===== config.mk =====
export PLATFORM = sky130hd
export DESIGN_NAME = diff_tabulator
export DESIGN_NICKNAME = d
export VERILOG_FILES = /design/src/rtl/diff_tabulator.sv
export SDC_FILE = /design/constraint.sdc
export NUM_CORES = 1
export LEC_CHECK = 0
export BUFFER_PORTS_ARGS = -buffer_cell sky130_fd_sc_hd__buf_2
export CAP_MARGIN = 20
export CORE_ASPECT_RATIO = 1.1
export CORE_UTILIZATION = 44
export CTS_CLUSTER_SIZE = 10
export DETAILED_ROUTE_END_ITERATION = 10
export PLACE_DENSITY = 0.65
export SYNTH_ARGS = -nofsm -noshare
export SYNTH_HDL_FRONTEND = slang
export SYNTH_SLANG_ARGS = --single-unit

===== constraint.sdc =====
create_clock -name clk -period 5.2 [get_ports clk]
set_input_delay 0.52 -clock clk [delete_from_list [all_inputs] [get_ports clk]]
set_output_delay 0.52 -clock clk [all_outputs]
set_load 0.01 [all_outputs]

===== src/rtl/diff_tabulator.sv =====
module diff_tabulator #(
  parameter int W = 32
) (
  input  logic         clk,
  input  logic         rst_n,
  input  logic         load,
  input  logic [W-1:0] load_f,
  input  logic [W-1:0] load_d1,
  input  logic [W-1:0] load_d2,
  input  logic         step,
  output logic         busy,
  output logic         out_valid,
  output logic [W-1:0] out_val,
  output logic [W-1:0] out_idx,
  output logic         overflow
);

  typedef enum logic [1:0] {IDLE, ADD_D1, ADD_F} phase_t;

  phase_t       ph;
  logic [W-1:0] f_q, d1_q, d2_q, n_q;
  logic [W-1:0] op_a, op_b;
  logic [W:0]   sum;
  logic         vld_q, ovf_q;

  // one adder, operands picked by phase
  assign op_a = (ph == ADD_D1) ? d1_q : f_q;
  assign op_b = (ph == ADD_D1) ? d2_q : d1_q;
  assign sum  = {1'b0, op_a} + {1'b0, op_b};

  always_ff @(posedge clk) begin
    if (!rst_n) begin
      ph    <= IDLE;
      f_q   <= '0;
      d1_q  <= '0;
      d2_q  <= '0;
      n_q   <= '0;
      vld_q <= 1'b0;
      ovf_q <= 1'b0;
    end else if (load) begin
      ph    <= IDLE;
      f_q   <= load_f;
      d1_q  <= load_d1;
      d2_q  <= load_d2;
      n_q   <= '0;
      vld_q <= 1'b1;
      ovf_q <= 1'b0;
    end else begin
      vld_q <= 1'b0;
      unique case (ph)
        IDLE:   if (step) ph <= ADD_D1;
        ADD_D1: begin
          d1_q  <= sum[W-1:0];
          ovf_q <= ovf_q | sum[W];
          ph    <= ADD_F;
        end
        ADD_F: begin
          f_q   <= sum[W-1:0];
          ovf_q <= ovf_q | sum[W];
          n_q   <= n_q + 1'b1;
          vld_q <= 1'b1;
          ph    <= IDLE;
        end
        default: ph <= IDLE;
      endcase
    end
  end

  assign busy      = (ph != IDLE);
  assign out_valid = vld_q;
  assign out_val   = f_q;
  assign out_idx   = n_q;
  assign overflow  = ovf_q;

  a_r3_busy_two: assert property (@(posedge clk) disable iff (!rst_n)
    ($rose(busy) && !load) |=> busy);
  a_r3_busy_ends: assert property (@(posedge clk) disable iff (!rst_n)
    (busy && $past(busy)) |=> !busy);
  a_r3_valid_after_busy: assert property (@(posedge clk) disable iff (!rst_n)
    (out_valid && !$past(load)) |-> $past(busy));
  a_r6_ovf_sticky: assert property (@(posedge clk) disable iff (!rst_n)
    (overflow && !load) |=> overflow);
  a_r7_idx_step: assert property (@(posedge clk) disable iff (!rst_n)
    (out_valid && !$past(load)) |-> (out_idx == $past(out_idx) + 1'b1));
  a_r9_val_stable: assert property (@(posedge clk) disable iff (!rst_n)
    !out_valid |-> $stable(out_val));
  a_r9_pulse: assert property (@(posedge clk) disable iff (!rst_n)
    (out_valid && !load) |=> !out_valid);

endmodule


==> flow_summary.yaml <==
critical_path:
  critPathLaunch: "ph[1]"
  critical_path.top_delay_family: "compound AO/OA/AOI/OAI gates"
  cp.required_ns: 5.55
  critPathMaxFanout: 39
  worst-setup-path-type: "reg2reg"
  critical_path.max_stage_delay_ns: 0.58
  start_kind: "flip-flop"
  path_cells: "inv_1 > ha_4 > inv_1 > nand2_1 > nand2_1 > ha_1 > a21o_1 > nand4_1 > nand3_1 > a311oi_2 > o31ai_1 > a31oi_1 > or3_1 > a31oi_1"
  r2r-start: "ph[1]"
  cp.buffers_inverters: 2
  cpMaxStageDelayCell: "o31ai_1"
  cp.arrival_ns: 4.56
  cp-end-kind: "flip-flop"
timing:
  drv_slew: 0
  fmax_ghz: 0.2376
  rsz0062_at_grt: "no"
  min_period_over_period: 0.8092
  period_minus_slack_ns: 4.208
  worst_pin_slew_ns: 0.9128
  finalHoldViolations: 0
  skew_ns: 0.01000
  fin_ws_ns: 0.9919
  slew_headroom: 0.3908
  setup_viol: 0
  fin_setup_tns_ns: 0
power_and_ir_drop:
  p_sw_frac: 0.2773
  clkPwrFrac: 0.429
  p_per_area_nw_per_um2: 300.7
  internal_power_uw: 2058
  leakage_uw: 0.004320
  ir_drop_v: 0.0002389
  power_switching_uw: 789.8
  pwr-share-seq: 0.385
  p_comb_frac: 0.186
clock_tree:
  cts-root-buf: "clkbuf_16"
  clkTransAtPathRegs_ns: 0.06
  holdBufCountCts: 0
  htreeDepth: 4
  clock_sinks: 132
  clk-insertion-delay-late_ns: 0.43
  cts_buffers: 17
  cts_tree: "yes"
  ctsResizeCount: 0
  cts_buffer_depth: 2
  cts_setup_buffers: 0
min_path:
  hold_start: "load_f[0]"
  hold_path_class: "in2reg"
placed_design:
  port_buffers: 166
  gp_routability_congestion: 0.8671
  pre_cts_slack_ns: 0.9669
  dp_hpwl_um: 15230
routing:
  drt_first_pass_iters: 5
  ant_nets: 0
  via_per_inst: 5.509
  wl_um: 21100
  wl_per_cell_um: 15.77
  drt_iter0_drc: 488
  drcViolationCount: 0
  vias: 7371
logic_synthesis:
  async_flop_share: 0
  synth_area_um2: 7891
  synth_warnings: 0
  synth_top_cells_by_count: "dfxtp_1, nand2_1, a21oi_1, nor2_1, o21ai_0"
  post_synth_num_cell_types: 55
  synth.net_count: 1091
  synth_edf_count: 0
  yosys-top-cells-area: "dfxtp_1, mux2_2, ha_1"
  synthCells: 953
  yosys.area.top_type: "dfxtp_1"
  ys.flop_type: "dfxtp_1"
  syn_avg_cell_area_um2: 8.281
  netlist.area_leader.share: 0.3349
  seq_area_frac_synth: 0.3349
  synth_seq_cells: 132
  synth_most_common_cell: "dfxtp_1"
die:
  die_w_um: 129.7
  fp-row-count: 51
  die_area_um2: 18480
  core-area_um2: 17610
  ios: 167
  start_util: 0.4481
  die-height_um: 142.5
grt:
  grt_overflow: 0
  grtUsageTotal: 0.2327
  grt_max_degree: 69
  grt_pass1_wl_um: 33690
  grt_pass1_vias: 6787
  antenna_found_initial: 0
final_layout:
  final_core_util: 0.5379
  fillers: 1737
  multi_input_area_um2: 4986
  seqCellArea_um2: 2643
  diodes: 0
  final_nets: 1225
  drive_gt1_frac: 0.2318
  syn_to_final_growth_pct: 20.04
flow_run:
  maxCapViolCount: 0
run_status:
  outcome: "finished clean"
-- flip-flops by register name, indices dropped and copies added (netlist names) --
signal     cells
d2_q          32
out_idx       32
overflow       1
out_valid      1
out_val       32
d1_q          32
ph             2
-- cell type report --
class	count	area share
Multi-Input combinational cell	748	0.5264
Sequential cell	132	0.2790
Timing Repair Buffer	174	0.09431
Clock buffer	25	0.05336
Tap cell	238	0.03144
Clock inverter	7	0.01004
Inverter	14	0.005547
-- power groups by stage --
stage               logic (uW)  clock network [uW]  registers, uW
CTS                        530                1240           1100
global placement           522                   0           1120
floorplan                  372                   0           1120
detailed placement         525                   0           1120
finish                     529                1220           1100
global route               588                1290           1100
-- layout by cell type, fill, tap and decap left out, types with 31 or more instances in the layout --
| master | netlist | routed |
|---|---|---|
| dfxtp_1 | 132 | 132 |
| o21ai_0 | 57 | 57 |
| nor2_1 | 72 | 72 |
| nor2b_1 | 48 | 48 |
| a21oi_1 | 74 | 74 |
| mux2i_1 | 44 | 44 |
| mux2_2 | 46 | 46 |
| xor2_1 | 31 | 31 |
| buf_2 | 1 | 165 |
| ha_1 | 37 | 36 |
| nand2_1 | 110 | 110 |
-- per-layer routing --
layer	track usage	vias up	part of all wire	wire, um
li1	-	3673	-	-
met1	0.3074	3465	0.47	9837
met2	0.3741	203	0.46	9633
met3	0.04398	30	0.060	1275
met4	0.08629	0	0.017	355
met5	0	-	0	0
-- stage by stage --
step	instances	hold slack, ns	instance area [um^2]	power (uW)
2_1_floorplan	953	0.4705	7891	1488
3_5_place_dp	1306	0.4951	8872	1644
3_3_place_gp	1306	0.4820	8872	1641
4_1_cts	1338	0.3102	9473	2871
5_1_grt	1338	0.3181	9473	2980
6_report	1338	0.3225	9473	2848
-- kinds of logic (layout without fill, tap and decap cells) --
kind of cell             after synthesis  in the layout  share of synthesized area
adder cells (fa/ha/maj)               38             38                    0.06120
multiplexers                          90             90                     0.1215
flip-flops                           132            132                     0.3349
AO/OA/AOI/OAI                        247            247                     0.1961
XOR/XNOR                              51             51                    0.05660
buffers and inverters                 73            220                    0.03488
AND/OR/NAND/NOR                      322            322                     0.1949
-- path summary, 6_finish.rpt --
path / end / slack (ns) / cells past startpoint
setup / recovery: out_val[30] / 0.99 / 14
setup reg to reg: out_val[30] / 0.99 / 14
hold / removal: out_val[0] / 0.32 / 2
hold reg to reg: out_idx[29] / 0.50 / 2
(Power assumes the default switching activity.)
